`config.mk`:
```
export PLATFORM = sky130hd
export DESIGN_NAME = nco_serial_pin
export DESIGN_NICKNAME = d
export VERILOG_FILES = /design/src/rtl/nco_serial_pkg.sv /design/src/rtl/nco_phase_acc.sv /design/src/rtl/nco_serial_tx.sv /design/src/rtl/nco_serial_rx.sv /design/src/rtl/nco_serial_pin.sv
export SDC_FILE = /design/constraint.sdc
export NUM_CORES = 1
export LEC_CHECK = 0
export ABC_AREA = 1
export BUFFER_PORTS_ARGS = -buffer_cell sky130_fd_sc_hd__buf_2
export CORE_MARGIN = 10
export CORE_UTILIZATION = 60
export CTS_CLUSTER_SIZE = 28
export DETAILED_ROUTE_END_ITERATION = 16
export PLACE_DENSITY = 0.78
export SYNTH_ARGS = -nofsm -noshare
export SYNTH_HDL_FRONTEND = slang
export SYNTH_SLANG_ARGS = --single-unit
```
`constraint.sdc`:
```
create_clock -name clk_i -period 4.7 [get_ports clk_i]
set_input_delay 0.235 -clock clk_i [delete_from_list [all_inputs] [get_ports clk_i]]
set_output_delay 0.235 -clock clk_i [all_outputs]
set_load 0.005 [all_outputs]
```
`src/rtl/nco_serial_pkg.sv`:
```
package nco_serial_pkg;
  localparam int unsigned ACC_W = 16;
  localparam int unsigned DATA_W = 32;
  localparam int unsigned LEN_W = 5;
  localparam int unsigned CFG_W = 32;

  typedef enum logic {
    MODE_TX = 1'b0,
    MODE_RX = 1'b1
  } pin_mode_e;
endpackage

```
`src/rtl/nco_phase_acc.sv`:
```
module nco_phase_acc #(
  parameter int unsigned W = 16
) (
  input  logic         clk_i,
  input  logic         rst_ni,
  input  logic [W-1:0] inc_i,
  input  logic         load_i,
  input  logic [W-1:0] load_val_i,
  output logic         tick_o
);
  logic [W-1:0] acc_q;
  logic [W:0]   sum;

  assign sum    = {1'b0, acc_q} + {1'b0, inc_i};
  assign tick_o = sum[W];

  always_ff @(posedge clk_i or negedge rst_ni) begin
    if (!rst_ni)     acc_q <= '0;
    else if (load_i) acc_q <= load_val_i;
    else             acc_q <= sum[W-1:0];
  end
endmodule

```
`src/rtl/nco_serial_tx.sv`:
```
module nco_serial_tx #(
  parameter int unsigned DATA_W = 32,
  parameter int unsigned LEN_W  = 5,
  parameter int unsigned CNT_W  = 6
) (
  input  logic              clk_i,
  input  logic              rst_ni,
  input  logic              en_i,
  input  logic              wr_i,
  input  logic [DATA_W-1:0] data_i,
  input  logic [LEN_W-1:0]  len_m1_i,
  input  logic              tick_i,
  output logic              start_o,
  output logic              busy_o,
  output logic              line_o
);
  localparam int unsigned SH_W = DATA_W + 2;

  logic              busy_q;
  logic [SH_W-1:0]   sh_q;
  logic [CNT_W-1:0]  left_q;
  logic [DATA_W-1:0] keep, padded;

  // bits beyond the configured length read as stop level
  always_comb begin
    keep = '0;
    for (int i = 0; i < int'(DATA_W); i++)
      if (i <= int'(len_m1_i)) keep[i] = 1'b1;
    padded = data_i | ~keep;
  end

  assign start_o = en_i & wr_i & ~busy_q;

  always_ff @(posedge clk_i or negedge rst_ni) begin
    if (!rst_ni) begin
      busy_q <= 1'b0;
      sh_q   <= '1;
      left_q <= '0;
    end else if (!en_i) begin
      busy_q <= 1'b0;
      sh_q   <= '1;
    end else if (start_o) begin
      busy_q <= 1'b1;
      sh_q   <= {1'b1, padded, 1'b0};
      left_q <= CNT_W'(len_m1_i) + CNT_W'(3);
    end else if (busy_q && tick_i) begin
      if (left_q == CNT_W'(1)) begin
        busy_q <= 1'b0;
        sh_q   <= '1;
      end else begin
        left_q <= left_q - CNT_W'(1);
        sh_q   <= {1'b1, sh_q[SH_W-1:1]};
      end
    end
  end

  assign busy_o = busy_q;
  assign line_o = busy_q ? sh_q[0] : 1'b1;
endmodule

```
`src/rtl/nco_serial_rx.sv`:
```
module nco_serial_rx #(
  parameter int unsigned DATA_W = 32,
  parameter int unsigned LEN_W  = 5,
  parameter int unsigned CNT_W  = 6
) (
  input  logic              clk_i,
  input  logic              rst_ni,
  input  logic              en_i,
  input  logic              pin_i,
  input  logic [LEN_W-1:0]  len_m1_i,
  input  logic              tick_i,
  input  logic              ack_i,
  output logic              start_o,
  output logic [DATA_W-1:0] data_o,
  output logic              flag_o,
  output logic              ovr_o
);
  logic              s1_q, s2_q, last_q;
  logic              active_q;
  logic [CNT_W-1:0]  idx_q, nbits;
  logic [DATA_W-1:0] sh_q, data_q;
  logic              flag_q, ovr_q, done;

  assign nbits   = CNT_W'(len_m1_i) + CNT_W'(1);
  assign start_o = en_i & ~active_q & ~s2_q & last_q;
  assign done    = en_i & active_q & tick_i & (idx_q == nbits + CNT_W'(1));

  always_ff @(posedge clk_i or negedge rst_ni) begin
    if (!rst_ni) begin
      s1_q   <= 1'b1;
      s2_q   <= 1'b1;
      last_q <= 1'b1;
    end else begin
      s1_q   <= pin_i;
      s2_q   <= s1_q;
      last_q <= s2_q;
    end
  end

  always_ff @(posedge clk_i or negedge rst_ni) begin
    if (!rst_ni) begin
      active_q <= 1'b0;
      idx_q    <= '0;
      sh_q     <= '0;
    end else if (!en_i) begin
      active_q <= 1'b0;
    end else if (start_o) begin
      active_q <= 1'b1;
      idx_q    <= '0;
      sh_q     <= '0;
    end else if (active_q && tick_i) begin
      if (idx_q == '0) begin
        // start bit must still be low at mid-bit
        if (s2_q) active_q <= 1'b0;
        else      idx_q    <= CNT_W'(1);
      end else if (idx_q <= nbits) begin
        sh_q  <= sh_q | (DATA_W'(s2_q) << (idx_q - CNT_W'(1)));
        idx_q <= idx_q + CNT_W'(1);
      end else begin
        active_q <= 1'b0;
      end
    end
  end

  always_ff @(posedge clk_i or negedge rst_ni) begin
    if (!rst_ni) begin
      data_q <= '0;
      flag_q <= 1'b0;
      ovr_q  <= 1'b0;
    end else if (done) begin
      data_q <= sh_q;
      flag_q <= 1'b1;
      ovr_q  <= flag_q & ~ack_i;
    end else if (ack_i) begin
      flag_q <= 1'b0;
      ovr_q  <= 1'b0;
    end
  end

  assign data_o = data_q;
  assign flag_o = flag_q;
  assign ovr_o  = ovr_q;
endmodule

```
`src/rtl/nco_serial_pin.sv`:
```
module nco_serial_pin
  import nco_serial_pkg::*;
#(
  parameter int unsigned P_ACC_W  = ACC_W,
  parameter int unsigned P_DATA_W = DATA_W,
  parameter int unsigned P_LEN_W  = LEN_W,
  parameter int unsigned P_CFG_W  = CFG_W
) (
  input  logic                clk_i,
  input  logic                rst_ni,
  input  logic                mode_i,
  input  logic [P_CFG_W-1:0]  cfg_i,
  input  logic                wr_i,
  input  logic [P_DATA_W-1:0] wdata_i,
  input  logic                ack_i,
  input  logic                pin_i,
  output logic                pin_o,
  output logic [P_DATA_W-1:0] result_o,
  output logic                flag_o,
  output logic                ovr_o
);
  localparam int unsigned CNT_W = $clog2(P_DATA_W + 3);
  localparam logic [P_ACC_W-1:0] HALF = P_ACC_W'(1) << (P_ACC_W - 1);

  logic                rx_en, tx_en;
  logic [P_ACC_W-1:0]  inc;
  logic [P_LEN_W-1:0]  len_m1;
  logic                cfg_unused;
  logic                tick, tx_start, rx_start, tx_busy, tx_line;
  logic [P_DATA_W-1:0] rx_data;

  assign rx_en      = (mode_i == logic'(MODE_RX));
  assign tx_en      = ~rx_en;
  assign inc        = cfg_i[P_CFG_W-1 -: P_ACC_W];
  assign len_m1     = cfg_i[P_LEN_W-1:0];
  assign cfg_unused = ^cfg_i[P_CFG_W-P_ACC_W-1:P_LEN_W];

  nco_phase_acc #(.W(P_ACC_W)) u_acc (
    .clk_i      (clk_i),
    .rst_ni     (rst_ni),
    .inc_i      (inc),
    .load_i     (tx_start | rx_start),
    .load_val_i (rx_en ? HALF : '0),
    .tick_o     (tick)
  );

  nco_serial_tx #(.DATA_W(P_DATA_W), .LEN_W(P_LEN_W), .CNT_W(CNT_W)) u_tx (
    .clk_i    (clk_i),
    .rst_ni   (rst_ni),
    .en_i     (tx_en),
    .wr_i     (wr_i),
    .data_i   (wdata_i),
    .len_m1_i (len_m1),
    .tick_i   (tick),
    .start_o  (tx_start),
    .busy_o   (tx_busy),
    .line_o   (tx_line)
  );

  nco_serial_rx #(.DATA_W(P_DATA_W), .LEN_W(P_LEN_W), .CNT_W(CNT_W)) u_rx (
    .clk_i    (clk_i),
    .rst_ni   (rst_ni),
    .en_i     (rx_en),
    .pin_i    (pin_i),
    .len_m1_i (len_m1),
    .tick_i   (tick),
    .ack_i    (ack_i),
    .start_o  (rx_start),
    .data_o   (rx_data),
    .flag_o   (flag_o),
    .ovr_o    (ovr_o)
  );

  assign pin_o    = rx_en ? 1'b1 : tx_line;
  assign result_o = rx_en ? rx_data : {tx_busy, {(P_DATA_W-1){1'b0}}};
endmodule

```
==> metrics.yaml, run 1 <==
final_area_um2: 9190
max_slew_margin_pct: 39.4
core_um2: 13200
ios: 105
min_period_over_period_pct: 64.9
nFillCells: 1161
reg2reg_to: "u_rx.data_o[26]$_DFFE_PN0P_"
r2r_cells: 14
maxCapViolCount: 0
diodes: 0
grt_overflow: 0
worstHoldStart: "ack_i"
antenna_found_initial: 0
finalSetupViolCount: 0
yosysTopAreaCellShare_pct: 29.5
synth.area.mux_share_pct: 0
synth_fp_nets: 1205
die_w_um: 136
ir_drop_mv: 0.360
viasPerCell: 5.41
drv_slew: 0
finClkSkew_ps: 9.58
core.rowCount: 42
p_leak_nw: 4.81
route.detailed.drc: 0
end_kind: "flop"
antenna_left: 0
synth_top_family_by_area: "simple AND/OR/NAND/NOR gates"
fp.dieH_um: 136
r2r-start: "u_acc.acc_q[0]$_DFF_PN0_"
dp_hpwl_mm: 14.0
cts_made_buffers: 17
wl_met1_mm: 9.05
grt_pass1_vias: 7149
ys_seq_area_share_pct: 41.1
wirelength_mm: 20.0
wl_per_cell_um: 14.7
syn2layout_area_growth_pct: 12.9
power_mw: 4.37
ys_types: 47
synth_warnings: 0
synthTopCellsByArea: "dfrtp_1 30%, nand2_1 14%, dfstp_2 12%, ha_1 5.8%, inv_1 5.8%"
holdPathEnd: "u_rx.flag_o$_DFFE_PN0P_"
netlist_area_um2: 8140
grt_max_degree: 59
async_flop_share_pct: 100
reg2reg_slack_ps: 1650
cts_sinks: 132
multiInputGateArea_um2: 4050
cp_max_fo: 41
synthFlopType: "dfrtp_1"
tritoncts: "done"
synth-simple-area-share_pct: 29.7
whs_ps: 21.0
crit_type: "reg -> reg"
hold_depth: 2
status: "finished, final reports clean"
vias: 7343
clkTransAtPathRegs_ps: 50
synth_xor_area_share_pct: 1.61
hold_path.class: "in -> reg"
gp_congestion: 0.912
rsz0062_at_grt: "false"
grt_usage_pct: 22.3
synth_area_leader_cell: "dfrtp_1"
synth-edff-count: 0
final_nets: 1277
start_util_pct: 61.5
cts_buffer_depth: 2
grt_pass1_wl_mm: 33.9
hold_viol: 0
startpoint_type: "flop"
final_common_cell: "nand2_1"
placed_area_um2: 8630
layout-drive-gt1-share_pct: 16.9
fin_setup_tns_ps: 0
yosys.area_share.adder_pct: 6.09
top_layer: "met4"
clock_latency_ps: 430
fmax_ghz: 0.328
htreeDepth: 4
layout.cells.most_common_list: "293 x nand2_1, 125 x inv_1, 104 x nor2_1, 96 x dfrtp_1, 92 x buf_2"
post_cts_resized: 0
cp.arrival_ps: 3350
cts_root_buf: "clkbuf_16"
syn_avg_cell_area_um2: 7.43
wl_met3_mm: 1.29
design.die.area_um2: 18600
worstMarginPinSlew_ps: 908
firstDrtPassIters: 5
initialDrtViolationCount: 604
route.met2.wl_mm: 9.39
final-seq-area_um2: 3350
power_per_cell_area_nw_per_um2: 475
synth-seq-cells: 132
finalCriticalPeriod_ps: 3050
critPathRequiredTime_ps: 5000
netlist_instances: 1096
port_buffers: 93
synth-compound-area-share_pct: 12.3
cells in the mapped netlist (2+ instances only):
master / instances
xor2_1: 8
o32ai_1: 4
a21o_1: 3
a21oi_4: 2
o21ai_2: 9
nand2_2: 10
buf_2: 23
clkbuf_1: 11
o21ai_1: 21
nand4_1: 41
nand2_1: 293
o21bai_1: 4
o21ai_0: 58
buf_4: 3
a211oi_1: 2
buf_6: 2
nand3_1: 83
xnor2_1: 7
nor2_1: 104
ha_1: 38
a31oi_1: 2
inv_2: 4
buf_1: 8
nor2_4: 3
nand3b_1: 3
dfstp_2: 36
o211ai_1: 2
nand2_4: 3
inv_1: 125
nand3_2: 3
dfrtp_1: 96
o22ai_1: 4
o2bb2ai_1: 2
nor3_1: 8
a21oi_1: 58
nor3b_1: 2
power breakdown:
group	internal (mW)	leakage, nW	total, mW	switching [mW]
combinational	0.527	2.86	1.55	1.02
clock	0.747	0.268	1.23	0.479
sequential	1.46	1.68	1.60	0.139
total	2.73	4.81	4.37	1.64
sequential cells by signal (all words and copies together), names as in the netlist:
name / cells
u_acc.acc_q: 16
u_tx.busy_o: 1
u_tx.sh_q: 33
u_rx.sh_q: 32
u_rx.idx_q: 6
u_rx.s1_q: 1
u_rx.data_o: 32
u_rx.flag_o: 1
u_tx.left_q: 6
u_rx.s2_q: 1
u_rx.active_q: 1
u_rx.last_q: 1
u_rx.ovr_o: 1
cell type report:
type	instances	share of cell area, %
Clock buffer	28	5.63
Clock inverter	4	0.245
Inverter	130	5.34
Multi-Input combinational cell	785	44.1
Sequential cell	132	36.4
Tap cell	176	2.40
Timing Repair Buffer	102	5.88
worst max-delay path by stage:
stage                                        start                           to  slack, ps  depth (start not counted)
after floorplan                           cfg_i[3]    u_rx.sh_q[22]$_DFFE_PN0P_       2360                         15
after global routing      u_acc.acc_q[0]$_DFF_PN0_  u_rx.data_o[22]$_DFFE_PN0P_       1290                         14
after detailed placement                 cfg_i[16]  u_rx.data_o[31]$_DFFE_PN0P_       1640                         15
after global placement                   cfg_i[16]   u_rx.data_o[8]$_DFFE_PN0P_       1700                         15
after CTS                 u_acc.acc_q[0]$_DFF_PN0_  u_rx.data_o[28]$_DFFE_PN0P_       1590                         14
final                     u_acc.acc_q[0]$_DFF_PN0_  u_rx.data_o[26]$_DFFE_PN0P_       1650                         14
stage by stage:
step | util, % | setup WS, ps | cells
final | 69.4 | 1650 | 1357
after floorplan | - | 2360 | 1096
after detailed placement | 65.2 | 1640 | 1323
after global routing | 69.4 | 1290 | 1357
after CTS | 69.4 | 1590 | 1357
after global placement | 65.2 | 1700 | 1323
cells by family (layout without fill, tap and decap cells):
logic type,count (synthesis),after routing
adders and majority gates,39,39
xor gates and xnor gates,15,15
AOI/OAI and AO/OA,175,175
buffers and inverters,179,264
and+or+nand+nor,556,556
DFF,132,132
critical path, stage by stage, from the launching register on:
cell and delay (ps):
dfrtp_1 320, ha_1 160, inv_1 50, fa_1 350, inv_1 80, nand2_1 80
nand2_1 80, nand3_1 80, nand2_2 130, nand2_4 80, a21oi_4 110, buf_4 400
nand3_2 650, nand2_1 260, nand2_1 80
per-layer routing:
metal	vias up	global-route usage (%)
met1	3386	29.5
met4	0	7.10
met2	231	35.7
met3	21	4.69
met5	-	0
li1	3705	-
repair_timing:
| item | CTS | global route |
|---|---|---|
| buffers inserted | 0 | 0 |
| hold endpoints to repair | 13 | 0 |
| hold buffers | 2 | 0 |
No activity file was read; power rests on OpenSTA's default activity.
==> inputs of run 2 (changes only) <==
--- a/config.mk
+++ b/config.mk
@@ -8,10 +8,10 @@
 export ABC_AREA = 1
 export BUFFER_PORTS_ARGS = -buffer_cell sky130_fd_sc_hd__buf_2
 export CORE_MARGIN = 10
-export CORE_UTILIZATION = 60
+export CORE_UTILIZATION = 59
 export CTS_CLUSTER_SIZE = 28
 export DETAILED_ROUTE_END_ITERATION = 16
-export PLACE_DENSITY = 0.78
+export PLACE_DENSITY = 0.77
 export SYNTH_ARGS = -nofsm -noshare
 export SYNTH_HDL_FRONTEND = slang
 export SYNTH_SLANG_ARGS = --single-unit
==> constraint.sdc (replaced) <==
create_clock -name clk_i -period 3.05 [get_ports clk_i]
set_input_delay 0.1525 -clock clk_i [delete_from_list [all_inputs] [get_ports clk_i]]
set_output_delay 0.1525 -clock clk_i [all_outputs]
set_load 0.005 [all_outputs]
==> run 2 against run 1 <==
Effect of this change: first-iteration DRC count is 4.8% lower; clock skew fell by 2.8 ps; largest power group unchanged; maximum frequency up 15%; register-to-register slack worse by 1300 ps; wire length fell by 0.71%; critical path type unchanged; critical path depth shrank 2.
==> metrics.yaml, run 2 (synthesized netlist as in run 1, its figures left out) <==
reg2reg_to: "u_tx.sh_q[10]$_DFFE_PN1P_"  # was u_rx.data_o[26]$_DFFE_PN0P_
layout.cells.most_common_list: "293 x nand2_1, 125 x inv_1, 104 x nor2_1, 96 x dfrtp_1, 92 x buf_2"  # unchanged
route.detailed.drc: 0  # unchanged
switching_share_pct: 37.1  # was 37.5%
layout_setup_ws_ps: 399  # was 1650 ps
design.die.area_um2: 18900  # was 18600 µm²
finClkSkew_ps: 6.75  # was 9.58 ps
seq_power_share_pct: 36.4  # was 36.5%
cts_buffer_depth: 2  # unchanged
p_comb_share_pct: 35.1  # was 35.4%
end_kind: "flop"  # unchanged
clkTransAtPathRegs_ps: 60  # was 50 ps
grt_pass1_wl_mm: 33.6  # was 33.9 mm
maxCapViolCount: 0  # unchanged
min_period_over_period_pct: 86.9  # was 64.9%
final_nets: 1282  # was 1277
die_w_um: 137  # was 136 µm
fp.dieH_um: 137  # was 136 µm
antenna_found_initial: 0  # unchanged
drv_slew: 0  # unchanged
endpoint: "u_tx.sh_q[10]$_DFFE_PN1P_"  # was u_rx.data_o[26]$_DFFE_PN0P_
cts_root_buf: "clkbuf_16"  # unchanged
p_int_mw: 4.26  # was 2.73 mW
firstDrtPassIters: 5  # unchanged
cp.arrival_ps: 2990  # was 3350 ps
worstMarginPinSlew_ps: 939  # was 908 ps
largest_register_ffs: 33  # unchanged
grt_overflow: 0  # unchanged
status: "finished, final reports clean"  # unchanged
syn2layout_area_growth_pct: 13.9  # was 12.9%
final_common_cell: "nand2_1"  # unchanged
reg2reg_slack_ps: 400  # was 1650 ps
regMostFlops: "u_tx.sh_q"  # unchanged
hold_viol: 0  # unchanged
dp_hpwl_mm: 14.0  # about the same
critPathRequiredTime_ps: 3390  # was 5000 ps
core.rowCount: 42  # unchanged
grt_usage_pct: 21.6  # was 22.3%
viasPerCell: 5.42  # was 5.41
post_cts_resized: 0  # unchanged
layout-drive-gt1-share_pct: 17.5  # was 16.9%
grt_max_degree: 59  # unchanged
clock_latency_ps: 420  # was 430 ps
wirelength_mm: 19.9  # was 20.0 mm
ios: 105  # unchanged
antenna_left: 0  # unchanged
grt_pass1_vias: 7059  # was 7149
finalSetupViolCount: 0  # unchanged
diodes: 0  # unchanged
cts_sinks: 132  # unchanged
port_buffers: 93  # unchanged
cts_made_buffers: 17  # unchanged
fin_setup_tns_ps: 0  # unchanged
tritoncts: "done"  # unchanged
gp_congestion: 0.908  # was 0.912
p_leak_nw: 4.85  # was 4.81 nW
power_per_cell_area_nw_per_um2: 732  # was 475 nW/µm²
start_util_pct: 60.7  # was 61.5%
ir_drop_mv: 0.605  # was 0.360 mV
r2r-start: "u_acc.acc_q[11]$_DFF_PN0_"  # was u_acc.acc_q[0]$_DFF_PN0_
r2r_cells: 12  # was 14
fmax_ghz: 0.377  # was 0.328 GHz
hold_path.class: "in -> reg"  # unchanged
initialDrtViolationCount: 575  # was 604
cp_max_fo: 58  # was 41
p_sw_mw: 2.52  # was 1.64 mW
crit_path_start: "u_acc.acc_q[11]$_DFF_PN0_"  # was u_acc.acc_q[0]$_DFF_PN0_
max_slew_margin_pct: 37.3  # was 39.4%
startpoint_type: "flop"  # unchanged
finalCriticalPeriod_ps: 2650  # was 3050 ps
crit_type: "reg -> reg"  # unchanged
preCtsSetupSlack_ps: 478  # was 1640 ps
core_um2: 13400  # was 13200 µm²
htreeDepth: 4  # unchanged
clkPwrFrac_pct: 28.5  # was 28.0%
vias: 7377  # was 7343
wl_per_cell_um: 14.6  # was 14.7 µm
rsz0062_at_grt: "false"  # unchanged
## run 2: worst max-delay path, stage by stage (launching register included)
cell and delay, ps:
dfrtp_1 360, ha_1 340, nand2_1 150, inv_2 60, nand2_1 90, nand2_1 90, a21oi_4 210, nand2_4 250
nand2_2 160, nand2_4 110, inv_4 480, nand2_1 130, o21ai_1 130
## run 2: per-layer routing
| layer | global-route usage [%] | wire (µm) | vias to the layer above |
|---|---|---|---|
| met5 | 0 | 0 | - |
| met4 | 5.27 | 159 | 0 |
| met3 | 5.50 | 1350 | 14 |
| met2 | 34.4 | 9310 | 186 |
| met1 | 28.8 | 9040 | 3462 |
| li1 | - | - | 3715 |
## run 2: through the flow
stage	power, mW	hold WS, ps	cell area [µm²]	utilization [%]	cells
6_report	6.78	14.4	9270	69.2	1361
5_1_grt	7.27	45.5	9270	69.2	1361
4_1_cts	6.80	4.92	9270	69.2	1361
3_5_place_dp	4.84	233	8670	64.7	1327
3_3_place_gp	4.77	226	8670	64.7	1327
2_1_floorplan	4.34	-143	8140	-	1096
## run 2: timing repair
item,in CTS,in global routing
endpoints found under the setup margin,0,0
hold endpoints to repair,33,0
setup buffers,0,0
hold buffers,3,0
## run 2: worst min-delay path by stage
stage,startpoint,to,slack [ps],cells after the start
detailed placement,rst_ni,u_acc.acc_q[3]$_DFF_PN0_,230,1
finish,wdata_i[31],u_tx.sh_q[32]$_DFFE_PN1P_,10,3
floorplan,rst_ni,u_acc.acc_q[0]$_DFF_PN0_,-140,0
global route,wdata_i[31],u_tx.sh_q[32]$_DFFE_PN1P_,50,3
CTS,wdata_i[31],u_tx.sh_q[32]$_DFFE_PN1P_,5,3
global placement,rst_ni,u_acc.acc_q[3]$_DFF_PN0_,230,1
## run 2: cell type report
type,instances,area [µm²]
Multi-Input combinational cell,785,4050
Clock inverter,8,75.1
Sequential cell,132,3350
Fill cell,1189,4130
Tap cell,176,220
Timing Repair Buffer,107,593
Clock buffer,23,488
Inverter,130,490
## run 2: power groups by stage
stage	logic (mW)	clock network, mW	registers [mW]
final	2.38	1.93	2.47
after global routing	2.73	2.03	2.50
after CTS	2.38	1.96	2.46
after detailed placement	2.36	0	2.48
after global placement	2.31	0	2.47
after floorplan	1.92	0	2.42
==> inputs of run 3 (changes only) <==
--- a/config.mk
+++ b/config.mk
@@ -8,10 +8,11 @@
 export ABC_AREA = 1
 export BUFFER_PORTS_ARGS = -buffer_cell sky130_fd_sc_hd__buf_2
 export CORE_MARGIN = 10
-export CORE_UTILIZATION = 59
+export CORE_UTILIZATION = 50
 export CTS_CLUSTER_SIZE = 28
 export DETAILED_ROUTE_END_ITERATION = 16
-export PLACE_DENSITY = 0.77
+export PLACE_DENSITY = 0.66
 export SYNTH_ARGS = -nofsm -noshare
 export SYNTH_HDL_FRONTEND = slang
+export SYNTH_HIERARCHICAL = 1
 export SYNTH_SLANG_ARGS = --single-unit
==> run 3 against run 2 <==
Effect of this change: maximum frequency decreased by 5.1%; count of clock-buffer cells in the layout decreased by 5; global-route usage decreased by 2.9 points; via count increased by 9.3%; hold slack improved by 13 ps; die area increased by 23%; critical path depth increased by 2; utilization decreased by 11 points; largest cell class unchanged; largest power group is now combinational logic.
==> metrics.yaml, run 3 <==
tritoncts: "done"  # unchanged
netlist_area_um2: 8760  # was 8140 µm²
layout.cells.most_common_list: "482 x nand2_1, 150 x nand3_1, 144 x inv_1, 96 x dfrtp_1, 92 x buf_2"  # was 293 x nand2_1, 125 x inv_1, 104 x nor2_1, 96 x dfrtp_1, 92 x buf_2
synth_area_leader_cell: "dfrtp_1"  # unchanged
regMostFlops: "u_tx/sh_q"  # was u_tx.sh_q
netlist_instances: 1272  # was 1096
end_kind: "flop"  # unchanged
start_util_pct: 50.8  # was 60.7%
power_per_cell_area_nw_per_um2: 774  # was 732 nW/µm²
preCtsSetupSlack_ps: 216  # was 478 ps
synth-simple-area-share_pct: 38.1  # was 29.7%
synthFlopType: "dfrtp_1"  # unchanged
cp_num_cells: 14  # was 12
cpMostUsedCell: "nand2_1"  # unchanged
yosysMostFrequentCell: "nand2_1"  # unchanged
max_stage_delay_ps: 370  # was 480 ps
synthTopCellsByArea: "dfrtp_1 27%, nand2_1 21%, dfstp_2 11%, nand3_1 8.6%, inv_1 6.2%"  # was dfrtp_1 30%, nand2_1 14%, dfstp_2 12%, ha_1 5.8%, inv_1 5.8%
hold_viol: 0  # unchanged
rsz0062_at_grt: "false"  # unchanged
grt_overflow: 0  # unchanged
nFillCells: 1667  # was 1189
ir_drop_mv: 0.508  # was 0.605 mV
synth-edff-count: 0  # unchanged
fin_setup_tns_ps: 0  # unchanged
synth-seq-cells: 132  # unchanged
finClkSkew_ps: 12.4  # was 6.75 ps
synth_xor_area_share_pct: 0.914  # was 1.61%
cts_root_buf: "clkbuf_16"  # unchanged
critPathBufInv: 1  # was 2
cts_buffer_depth: 2  # unchanged
finalCriticalPeriod_ps: 2790  # was 2650 ps
layout-drive-gt1-share_pct: 15.2  # was 17.5%
final_nets: 1471  # was 1282
max_slew_margin_pct: 54.7  # was 37.3%
ios: 105  # unchanged
syn2layout_area_growth_pct: 14.5  # was 13.9%
path_delay_family: "simple AND/OR/NAND/NOR gates"  # unchanged
crit_chain: "ha_1, nand2_1, nor2_1, nand3_1, nand3_2, nand4_1, nand2_1, nand2_1, nor3_1, nand3_1, inv_2, nand3_2, nand2_1, nand2_1"  # was ha_1, nand2_1, inv_2, nand2_1, nand2_1, a21oi_4, nand2_4, nand2_2, nand2_4, inv_4, nand2_1, o21ai_1
core.rowCount: 48  # was 42
cp_max_fo: 8  # was 58
hold_depth: 5  # was 3
port_buffers: 93  # unchanged
clkTransAtPathRegs_ps: 60  # about the same
multiInputGateArea_um2: 4560  # was 4050 µm²
htreeDepth: 4  # unchanged
finalSetupViolCount: 0  # unchanged
layout_setup_ws_ps: 257  # was 399 ps
firstDrtPassIters: 7  # was 5
slowest_stage: "dfrtp_1"  # was inv_4
initialDrtViolationCount: 568  # was 575
cts_made_buffers: 17  # unchanged
synth_top_family_by_area: "simple AND/OR/NAND/NOR gates"  # unchanged
diodes: 0  # unchanged
status: "finished, final reports clean"  # unchanged
grt_pass1_wl_mm: 36.9  # was 33.6 mm
antenna_found_initial: 0  # unchanged
min_period_over_period_pct: 91.6  # was 86.9%
worstMarginPinSlew_ps: 677  # was 939 ps
wl_per_cell_um: 13.9  # was 14.6 µm
core_um2: 17200  # was 13400 µm²
wirelength_mm: 22.3  # was 19.9 mm
fmax_ghz: 0.358  # was 0.377 GHz
viasPerCell: 5.03  # was 5.42
die_w_um: 152  # was 137 µm
hold_path.class: "in -> reg"  # unchanged
synthTopCellsByCount: "482 x nand2_1, 150 x nand3_1, 145 x inv_1"  # was 293 x nand2_1, 125 x inv_1, 104 x nor2_1
cp.arrival_ps: 3100  # was 2990 ps
grt_pass1_vias: 7528  # was 7059
p_leak_nw: 5.57  # was 4.85 nW
route.detailed.drc: 0  # unchanged
final-seq-area_um2: 3350  # unchanged
synth-compound-area-share_pct: 7.14  # was 12.3%
largest_register_ffs: 33  # unchanged
synth.area.mux_share_pct: 0  # unchanged
yosysTopAreaCellShare_pct: 27.4  # was 29.5%
whs_ps: 27.0  # was 14.4 ps
yosys.area_share.adder_pct: 4.94  # was 6.09%
ys_seq_area_share_pct: 38.2  # was 41.1%
synth_warnings: 6  # was 0
grt_max_degree: 65  # was 59
cts_sinks: 132  # unchanged
critPathRequiredTime_ps: 3360  # was 3390 ps
maxCapViolCount: 0  # unchanged
clock_latency_ps: 430  # was 420 ps
gp_congestion: 0.880  # was 0.908
drv_slew: 0  # unchanged
dp_hpwl_mm: 15.2  # was 14.0 mm
antenna_left: 0  # unchanged
fp.dieH_um: 152  # was 137 µm
crit_type: "reg -> reg"  # unchanged
grt_usage_pct: 18.7  # was 21.6%
async_flop_share_pct: 100  # unchanged
design.die.area_um2: 23200  # was 18900 µm²
syn_avg_cell_area_um2: 6.88  # was 7.43 µm²
vias: 8066  # was 7377
r2r_cells: 14  # was 12
ys_types: 44  # was 47
final_common_cell: "nand2_1"  # unchanged
startpoint_type: "flop"  # unchanged
run 3: cell count changes in the layout (fill, tap and decap cells not counted), moves of 15 or more:
cell	previous run	this run
nand2_1	293	482
nand3_1	83	150
a21oi_1	57	15
nand4_1	41	7
inv_1	125	144
nor2_1	104	87
conb_1	0	15
run 3: timing repair:
action	in CTS	in global routing
hold endpoints to repair	43	0
hold buffers	3	0
resized for setup	0	2
setup buffers	0	0
endpoints found under the setup margin	0	34
run 3: path summary, 6_finish.rpt:
check | endpoint | start | slack (ps)
worst max-delay path | u_rx/data_o[30]$_DFFE_PN0P_ | u_acc/acc_q[4]$_DFF_PN0_ | 260
worst min-delay path | u_tx/sh_q[27]$_DFFE_PN1P_ | wdata_i[26] | 30
worst max register to register | u_rx/data_o[30]$_DFFE_PN0P_ | u_acc/acc_q[4]$_DFF_PN0_ | 260
worst min register to register | u_rx/s2_q$_DFF_PN1_ | u_rx/s1_q$_DFF_PN1_ | 360
max in group asynchronous | u_rx/last_q$_DFF_PN1_ | rst_ni | 2060
min in group asynchronous | u_acc/acc_q[9]$_DFF_PN0_ | rst_ni | 260
run 3: layout make-up:
class | count | area share (%)
multi-input combinational | 954 | 45.5
clock buffer | 18 | 4.38
sequential | 132 | 33.4
clock inverter | 13 | 1.81
tap | 225 | 2.81
inverter | 152 | 5.69
timing repair buffer | 110 | 6.43
run 3: cells by family after synthesis:
kind of cell / after synthesis
buffers and inverters: 202
XOR/XNOR: 7
other: 1
AND/OR/NAND/NOR: 781
AO/OA/AOI/OAI: 115
flip-flops: 132
adder cells (fa/ha/maj): 34
run 3: per-stage QoR:
step	cells	utilization [%]	cell area, µm²	power (mW)
floorplan	1286	-	8810	4.95
global placement	1568	54.2	9350	5.50
detailed placement	1568	54.2	9350	5.57
CTS	1602	58.0	10000	7.79
global route	1604	58.2	10000	8.42
finish	1604	58.2	10000	7.76
run 3: metal layers:
layer	share of wire (%)	vias up	GRT usage, %
met5	0	-	0
met1	49	3652	26.3
met4	1.0	0	4.26
met3	5.9	17	4.54
met2	44	221	28.4
li1	-	4176	-
run 3: worst reg2reg max path: cells and delay by family (launching register included):
| family | cells | cell delay (ps) |
|---|---|---|
| and+or+nand+nor | 12 | 1750 |
| buffers and inverters | 1 | 200 |
| DFF | 1 | 370 |
| adders and majority gates | 1 | 360 |
run 3: power by group:
group | switching [mW] | total [mW] | internal [mW]
registers | 0.306 | 2.61 | 2.30
clock network | 0.789 | 2.17 | 1.38
logic | 1.93 | 2.98 | 1.06
total | 3.02 | 7.76 | 4.74
